[src/rtl/hash_reg_frontend.sv]
module hash_reg_frontend #(
  parameter int DIG_WORDS = 5,
  parameter int BLK_WORDS = 16,
  parameter logic [3:0] REV_MAJOR = 4'd1,
  parameter logic [3:0] REV_MINOR = 4'd3
) (
  input  logic                     clk,
  input  logic                     rst_n,
  input  logic                     bus_en,
  input  logic                     bus_we,
  input  logic [6:0]               bus_addr,
  input  logic [31:0]              bus_wdata,
  output logic [31:0]              bus_rdata,
  output logic                     irq,
  output logic                     dma_req,
  output logic                     core_start,
  output logic                     core_sha1,
  output logic                     core_load_iv,
  output logic                     core_final,
  output logic [26:0]              core_len,
  output logic [BLK_WORDS*32-1:0]  core_block,
  output logic [DIG_WORDS*32-1:0]  core_dig,
  input  logic                     core_done,
  input  logic [DIG_WORDS*32-1:0]  core_result
);

  localparam int IDX_W = $clog2(BLK_WORDS + 1);
  localparam int BLK_BYTES = BLK_WORDS * 4;
  localparam logic [4:0] A_CNT  = 5'd5;
  localparam logic [4:0] A_CTRL = 5'd6;
  localparam logic [4:0] A_DATA = 5'd7;
  localparam logic [4:0] A_REV  = 5'd23;
  localparam logic [4:0] A_MASK = 5'd24;
  localparam logic [4:0] A_STAT = 5'd25;

  logic [31:0]      dig [DIG_WORDS];
  logic [31:0]      win [BLK_WORDS];
  logic [31:0]      cnt;
  logic [26:0]      len_q;
  logic             sha1_q, ld_q, fin_q;
  logic             in_rdy, out_rdy, busy, start_q;
  logic [IDX_W-1:0] wcnt;
  logic             irq_en, dma_en, idle_en, srst, rst_done;

  logic [4:0]       widx;
  logic             wr;
  logic [IDX_W-1:0] need_new, need_q;

  function automatic logic [31:0] bswap(input logic [31:0] w);
    return {w[7:0], w[15:8], w[23:16], w[31:24]};
  endfunction

  function automatic logic [IDX_W-1:0] words_of(input logic [26:0] l);
    return (l >= 27'(BLK_BYTES)) ? IDX_W'(BLK_WORDS) : IDX_W'((l + 27'd3) >> 2);
  endfunction

  assign widx     = bus_addr[6:2];
  assign wr       = bus_en && bus_we && (bus_addr[1:0] == 2'b00);
  assign need_new = words_of(bus_wdata[31:5]);
  assign need_q   = words_of(len_q);

  assign irq          = irq_en && out_rdy;
  assign dma_req      = dma_en && in_rdy;
  assign core_start   = start_q;
  assign core_sha1    = sha1_q;
  assign core_load_iv = ld_q;
  assign core_final   = fin_q;
  assign core_len     = len_q;

  always_comb begin
    for (int i = 0; i < DIG_WORDS; i++) core_dig[i*32 +: 32] = dig[i];
    for (int k = 0; k < BLK_WORDS; k++) core_block[k*32 +: 32] = win[k];
  end

  always_comb begin
    bus_rdata = '0;
    if (widx < 5'(DIG_WORDS)) begin
      for (int i = 0; i < DIG_WORDS; i++)
        if (widx == 5'(i)) bus_rdata = sha1_q ? dig[i] : bswap(dig[i]);
    end else begin
      case (widx)
        A_CNT:   bus_rdata = cnt;
        A_CTRL:  bus_rdata = {len_q, fin_q, ld_q, sha1_q, in_rdy, out_rdy};
        A_REV:   bus_rdata = {24'd0, REV_MAJOR, REV_MINOR};
        A_MASK:  bus_rdata = {28'd0, dma_en, irq_en, srst, idle_en};
        A_STAT:  bus_rdata = {31'd0, rst_done};
        default: bus_rdata = '0;
      endcase
    end
  end

  always_ff @(posedge clk) begin
    if (!rst_n || srst) begin
      for (int i = 0; i < DIG_WORDS; i++) dig[i] <= '0;
      for (int k = 0; k < BLK_WORDS; k++) win[k] <= '0;
      cnt <= '0;  len_q <= '0;  sha1_q <= 1'b0;  ld_q <= 1'b0;  fin_q <= 1'b0;
      in_rdy <= 1'b0;  out_rdy <= 1'b0;  busy <= 1'b0;  start_q <= 1'b0;
      wcnt <= '0;  irq_en <= 1'b0;  dma_en <= 1'b0;  idle_en <= 1'b0;
      srst <= 1'b0;  rst_done <= 1'b1;
    end else begin
      start_q <= 1'b0;
      if (wr) begin
        for (int i = 0; i < DIG_WORDS; i++)
          if (widx == 5'(i)) dig[i] <= sha1_q ? bus_wdata : bswap(bus_wdata);
        for (int k = 0; k < BLK_WORDS; k++)
          if (in_rdy && widx == A_DATA + 5'(k)) begin
            win[k] <= bus_wdata;
            wcnt   <= wcnt + 1'b1;
            if (wcnt + 1'b1 == need_q) begin
              in_rdy  <= 1'b0;
              start_q <= 1'b1;
              busy    <= 1'b1;
            end
          end
        case (widx)
          A_CNT: cnt <= bus_wdata;
          A_CTRL:
            if (bus_wdata[0]) out_rdy <= 1'b0;
            else if (!busy && !in_rdy) begin
              len_q  <= bus_wdata[31:5];
              fin_q  <= bus_wdata[4];
              ld_q   <= bus_wdata[3];
              sha1_q <= bus_wdata[2];
              wcnt   <= '0;
              for (int k = 0; k < BLK_WORDS; k++) win[k] <= '0;
              if (need_new == '0) begin
                start_q <= 1'b1;
                busy    <= 1'b1;
              end else begin
                in_rdy <= 1'b1;
              end
            end
          A_MASK: begin
            idle_en <= bus_wdata[0];
            irq_en  <= bus_wdata[2];
            dma_en  <= bus_wdata[3];
            if (bus_wdata[1]) begin
              srst     <= 1'b1;
              rst_done <= 1'b0;
            end
          end
          default: ;
        endcase
      end
      if (core_done && busy) begin
        for (int i = 0; i < DIG_WORDS; i++) dig[i] <= core_result[i*32 +: 32];
        cnt     <= cnt + 32'(len_q);
        out_rdy <= 1'b1;
        busy    <= 1'b0;
      end
    end
  end

  p_done_sets_ready_r6: assert property (@(posedge clk) disable iff (!rst_n)
    (core_done && busy && !srst) |=> out_rdy);

  p_start_single_r4: assert property (@(posedge clk) disable iff (!rst_n)
    core_start |=> !core_start);

  p_window_idle_engine_r3: assert property (@(posedge clk) disable iff (!rst_n)
    in_rdy |-> !busy);

  p_dma_drops_r8: assert property (@(posedge clk) disable iff (!rst_n)
    core_start |-> !dma_req);

  p_soft_reset_clears_r9: assert property (@(posedge clk) disable iff (!rst_n)
    srst |=> (rst_done && cnt == '0 && !busy && !out_rdy));

  p_ready_wins_ack_r10: assert property (@(posedge clk) disable iff (!rst_n)
    (core_done && busy && !srst && wr && widx == A_CTRL && bus_wdata[0]) |=> out_rdy);

endmodule

[config.mk]
export PLATFORM = sky130hd
export DESIGN_NAME = hash_reg_frontend
export DESIGN_NICKNAME = d
export VERILOG_FILES = /design/src/rtl/hash_reg_frontend.sv
export SDC_FILE = /design/constraint.sdc
export NUM_CORES = 1
export LEC_CHECK = 0
export ABC_CLOCK_PERIOD_IN_PS = 5700
export BUFFER_PORTS_ARGS = -buffer_cell sky130_fd_sc_hd__buf_2
export CORE_AREA = 2 2 369 371
export CTS_CLUSTER_DIAMETER = 200
export DETAILED_ROUTE_END_ITERATION = 10
export DIE_AREA = 0 0 371 373
export SYNTH_ARGS = -nofsm -noshare
export SYNTH_HDL_FRONTEND = slang
export SYNTH_SLANG_ARGS = --single-unit
[constraint.sdc]
create_clock -name clk -period 5.7 [get_ports clk]
set_input_delay 1.14 -clock clk [delete_from_list [all_inputs] [get_ports clk]]
set_output_delay 1.14 -clock clk [all_outputs]
set_load 0.05 [all_outputs]
Word-level counts from Yosys, hierarchy flattened
Memory sizes are Yosys's and may differ from the RTL's.
Index checks and enable logic that the tools add are counted.
- register bits after elaboration: 76
- RAM bits: 672
- bits of input ports: 204
- output and inout port bits: 737
- word-level logic and storage cells: 440
- memories: 2
- memories (memory ; depth ; width ; rd ports ; clocked after memory_dff ; write ports ; line ; text):
    win ; 16 ; 32 ; 16 ; 0 ; 16 ; 37 ; logic [31:0] win [BLK_WORDS];
    dig ; 5 ; 32 ; 5 ; 0 ; 5 ; 36 ; logic [31:0] dig [DIG_WORDS];
- $add $sub $neg: 4
- $lt $le $gt $ge: 3
- eq/ne operators: 26
- multiplexer cells: 306
- bitwise gates (word level): 44
- reductions and logical operators: 40
- operators by type and width (cell ; number):
    2-to-1 mux 32 bit ; 57
    2-to-1 mux 1 bit ; 227
    case mux 32 bit (5 select lines) ; 1
    2-to-1 mux 5 bit ; 21
    >= comparator 27 x 7 -> 1 bit, second input constant ; 2
    equality test 5 bit, second input constant ; 10
    OR 1 bit ; 42
    equality test 5 x 4 -> 1 bit, second input constant ; 8
    adder 32 x 27 -> 32 bit ; 1
    logical AND 1 bit ; 22
    equality test 5 x 3 -> 1 bit, second input constant ; 4
    adder 7 x 2 -> 7 bit, second input constant ; 2
    equality test 5 x 2 -> 1 bit, second input constant ; 2
    zero test 5 bit ; 2
    nonzero test 2 bit ; 4
    AND reduction 3 bit ; 2
    adder 5 x 1 -> 5 bit, second input constant ; 1
    equality test 5 x 1 -> 1 bit, second input constant ; 1
    equality test 5 bit ; 1
    < comparator 5 x 3 -> 1 bit, second input constant ; 1
    AND reduction 2 bit ; 2
    AND reduction 4 bit ; 1
    OR reduction 2 bit ; 2
    zero test 1 bit ; 3
    other kinds (3) ; 4

Longest topological paths before layout
- depth after elaboration: 47
- mapped depth: 10

Worst setup path after synthesis
OpenSTA, ideal clock, no wires.
- path kind: input-to-reg
- from: input port bus_addr[6]
- to: memory win[0][0], enable pin
- arrival time: 5054 ps
- path slack: 136 ps
- stages on the path: 4
- buffers on the path: 2
- cell sequence: clkbuf_1 -> clkbuf_1 -> nand2b_1 -> o41ai_1
- RTL lines (what ; line ; text):
    start: declaration ; 11 ; input logic [6:0] bus_addr,
    end: declaration ; 37 ;

Final worst setup path
- from: input port bus_addr[6]
- to: output port bus_rdata[5]
- cells in the longest elaborated chain, start to end: 7
- elaborated cells between the ends (all ways): 18
- RTL lines (what ; line ; text):
    zero test 5 bit ; 79 ; if (widx == 5'(i)) bus_rdata = sha1_q ? dig[i] : bswap(dig[i]);
    2-to-1 mux 32 bit (5 in series) ; 79 ;
    2-to-1 mux 32 bit * ; 77 ; if (widx < 5'(DIG_WORDS)) begin
    end: declaration ; 13 ; output logic [31:0] bus_rdata,
Every way passes the cells marked *; elsewhere a longest branch is shown, timed or not.

==> impl_metrics.yaml <==
run_status:
  status: "complete, no violations"
synthesis:
  synth_compound_area_share_pct: 15.3
  synth.yosys.seq_area_share_pct: 58.3
  ys_types: 72
  synth_fa_ha_area_share_pct: 1.13
  synth_edf_count: 416
  synth_warnings: 0
  synth_nets: 3291
  syn_area_um2: 32800
  synth_top_family_by_area: "compound AO/OA/AOI/OAI gates"
  synthSimpleGateAreaFrac_pct: 14.7
  syn_inst: 3058
  synth.avg_cell_area_um2: 10.7
  ys.flop_type: "edfxtp_1"
  synth-xor-area-share_pct: 0.629
  synthMuxAreaShare_pct: 6.63
  ys_async_sr_fraction_pct: 0
  ys_ff_latch: 748
layout:
  multiInputGateArea_um2: 12900
  final_core_util_pct: 31.5
  drive_above_1_share_pct: 31.1
  nFillCells: 13900
  nets: 4122
  area_delta_synth_final_pct: 29.2
  final_cell_mix: "940 x buf_2, 480 x nand2_1, 416 x edfxtp_1"
  finalNonFillerCells: 5756
  layout_commonest_cell: "buf_2"
  seq_area_um2: 19100
worst_setup_path:
  startpoint: "bus_addr[6]"
  ff2ff_path_depth: 10
  required_ps: 4560
  cp_slowest_stage_delay_ps: 710
  endpoint: "bus_rdata[5]"
  worstPathArrival_ps: 3880
  r2r_end: "cnt[30]$_SDFFE_PN0P_"
  critPathMostFrequentCell: "buf_2"
  critical-path-top-delay-family: "simple AND/OR/NAND/NOR gates"
  start_kind: "input port"
  crit_chain: "buf_2 -> nor3_1 -> nand2_2 -> o21ai_0 -> o2111ai_1 -> buf_2"
  worstSetupEndpointType: "primary output"
  crit_type: "in -> out"
  crit_cells: 6
  crit_buf_inv: 2
  rr_startpoint: "core_len[0]$_SDFFE_PN0P_"
  path_max_fanout: 46
  rrSetupSlack_ps: 2490
  cpMaxStageDelayCell: "nand2_2"
timing:
  timing_hold_violations_final: 0
  timing.final.ws_setup_ps: 685
  finalClockSkew_ps: 61.5
  tns_ps: 0
  max_slew_margin_pct: 17.5
  fmax_mhz: 199
  max_slew.worst_pin.slew_ps: 1230
  fin_crit_ps: 5020
  rsz0062_at_grt: "false"
  timing.final.crit_share_pct: 88.0
  report.final.slew_viol_count: 0
  setup_viol: 0
floorplanning:
  core-area_um2: 135000
  dieWidth_um: 371
  num_io_pins: 941
  dieHeight_um: 373
  die_area_um2: 138000
  start_util_pct: 24.4
  rows: 135
power_and_ir_drop:
  powerDensity_nw_per_um2: 299
  peakVddDrop_uv: 274
  power.total_uw: 12700
  power_leakage_uw: 0.0183
clocking:
  cts_buffers: 85
  hold_buffers: 0
  cts_repair_resize_count: 0
  clockRootBuffer: "clkbuf_16"
  cts_tree: "done"
  cts_setup_buffers: 0
  clockBufferDepth: 3
  htreeDepth: 3
  clkSinkCount: 748
  clock_latency_ps: 710
  clkTransAtPathRegs_ps: 60
min_path:
  hold_class: "reg -> reg"
global_route:
  antenna_found_initial: 47
  grt_pass1_wl_um: 229000
  grt_max_degree: 113
  grt-ovfl-total: 0
  grt.total_usage_pct: 23.7
  grt_pass1_vias: 27500
placement:
  pre_cts_slack_ps: 790
  port_buffers: 940
  dp.cells: 5583
  dpl.hpwl_um: 122000
  gp_congestion: 0.945
routing:
  remaining_drc_errors: 0
  via_count: 29300
  wl_per_cell_um: 29.6
  drtIter0Drc: 3322
  routed_via_density: 5.10
  postRouteAntennaNets: 0
  routed_wl_um: 171000
  first_pass_iters: 8
run:
  maxCapViolations: 0
-- registers in the layout (all words and copies together) (netlist names) --
| signal | count |
|---|---|
| busy | 1 |
| cnt | 32 |
| core_final | 1 |
| core_len | 27 |
| core_load_iv | 1 |
| core_sha1 | 1 |
| core_start | 1 |
| dig | 160 |
| dma_en | 1 |
| idle_en | 1 |
| in_rdy | 1 |
| irq_en | 1 |
| out_rdy | 1 |
| rst_done | 1 |
| srst | 1 |
| wcnt | 5 |
| win | 512 |
-- tightest hold or removal path: stages, from the launching register on --
cell and delay [ps]:
dfxtp_1 300, nand2_1 50, a21oi_1 50
-- metal layers --
layer	part of all wire, %	track usage [%]	up-vias
li1	-	-	12600
met3	9.1	5.32	343
met2	46	38.7	1863
met4	4.2	9.14	16
met5	0.057	0	-
met1	41	30.2	14500
-- synth_stat cells (4+ instances only) --
master / n / area share, %
o22ai_1: 11 / 0.21
and3_1: 14 / 0.27
buf_2: 39 / 0.59
nand4_1: 8 / 0.15
and2_1: 266 / 5.1
xnor2_1: 10 / 0.27
mux2_2: 37 / 1.3
o2111ai_1: 28 / 0.75
a311oi_1: 9 / 0.24
or3_1: 6 / 0.11
dfxtp_1: 332 / 20
a22oi_1: 7 / 0.16
a22o_1: 91 / 2.4
nand2b_1: 16 / 0.30
nor2b_1: 6 / 0.11
nand2_1: 483 / 5.5
o21ai_0: 71 / 1.1
nor3_1: 17 / 0.26
ha_1: 28 / 1.1
nand3b_1: 4 / 0.091
a211oi_1: 13 / 0.30
nor2_1: 126 / 1.4
mux2i_1: 176 / 5.4
nor4_1: 15 / 0.29
clkbuf_1: 206 / 2.4
o21a_1: 6 / 0.14
nor3b_1: 4 / 0.091
a221oi_1: 4 / 0.11
inv_1: 9 / 0.10
a31oi_1: 11 / 0.21
a21oi_1: 272 / 4.1
a21o_1: 169 / 3.9
a211o_1: 4 / 0.11
xor2_1: 11 / 0.29
buf_1: 21 / 0.24
nand3_1: 34 / 0.52
edfxtp_1: 416 / 38
o221ai_1: 32 / 0.85
-- cell type report --
type	instances	area share (%)
Clock inverter	38	0.908
Clock buffer	119	5.74
Inverter	9	0.0796
Sequential cell	748	45.1
Multi-Input combinational cell	2034	30.4
Timing Repair Buffer	1011	12.5
Antenna cell	16	0.0944
Tap cell	1781	5.25
-- per-stage QoR --
step	area (um2)	hold slack, ps
5_1_grt	42400	463
6_report	42400	447
2_1_floorplan	32800	434
4_1_cts	42400	449
3_5_place_dp	39600	443
3_3_place_gp	39600	436
-- worst min-delay path by stage --
stage	end	from	slack, ps	cells after the start
detailed placement	win[1][102]$_SDFFE_PP0P_	win[1][102]$_SDFFE_PP0P_	440	2
floorplan	idle_en$_SDFFE_PN0P_	idle_en$_SDFFE_PN0P_	430	2
global placement	win[1][101]$_SDFFE_PP0P_	win[1][101]$_SDFFE_PP0P_	440	2
global route	win[1][106]$_SDFFE_PP0P_	win[1][106]$_SDFFE_PP0P_	460	2
CTS	win[1][102]$_SDFFE_PP0P_	win[1][102]$_SDFFE_PP0P_	450	2
finish	win[1][104]$_SDFFE_PP0P_	win[1][104]$_SDFFE_PP0P_	450	2
-- cell families after synthesis --
kind of cell / Yosys count
AO/OA/AOI/OAI: 754
XOR/XNOR: 22
adder cells (fa/ha/maj): 29
buffers and inverters: 276
flip-flops: 748
multiplexers: 213
AND/OR/NAND/NOR: 1016
-- report_power, final --
part           switching [uW]  internal [uW]  total, uW
clock                    2460           3080       5540
sequential               98.7           5810       5910
combinational            1030            219       1250
total                    3600           9110      12700
(Power assumes the default switching activity.)
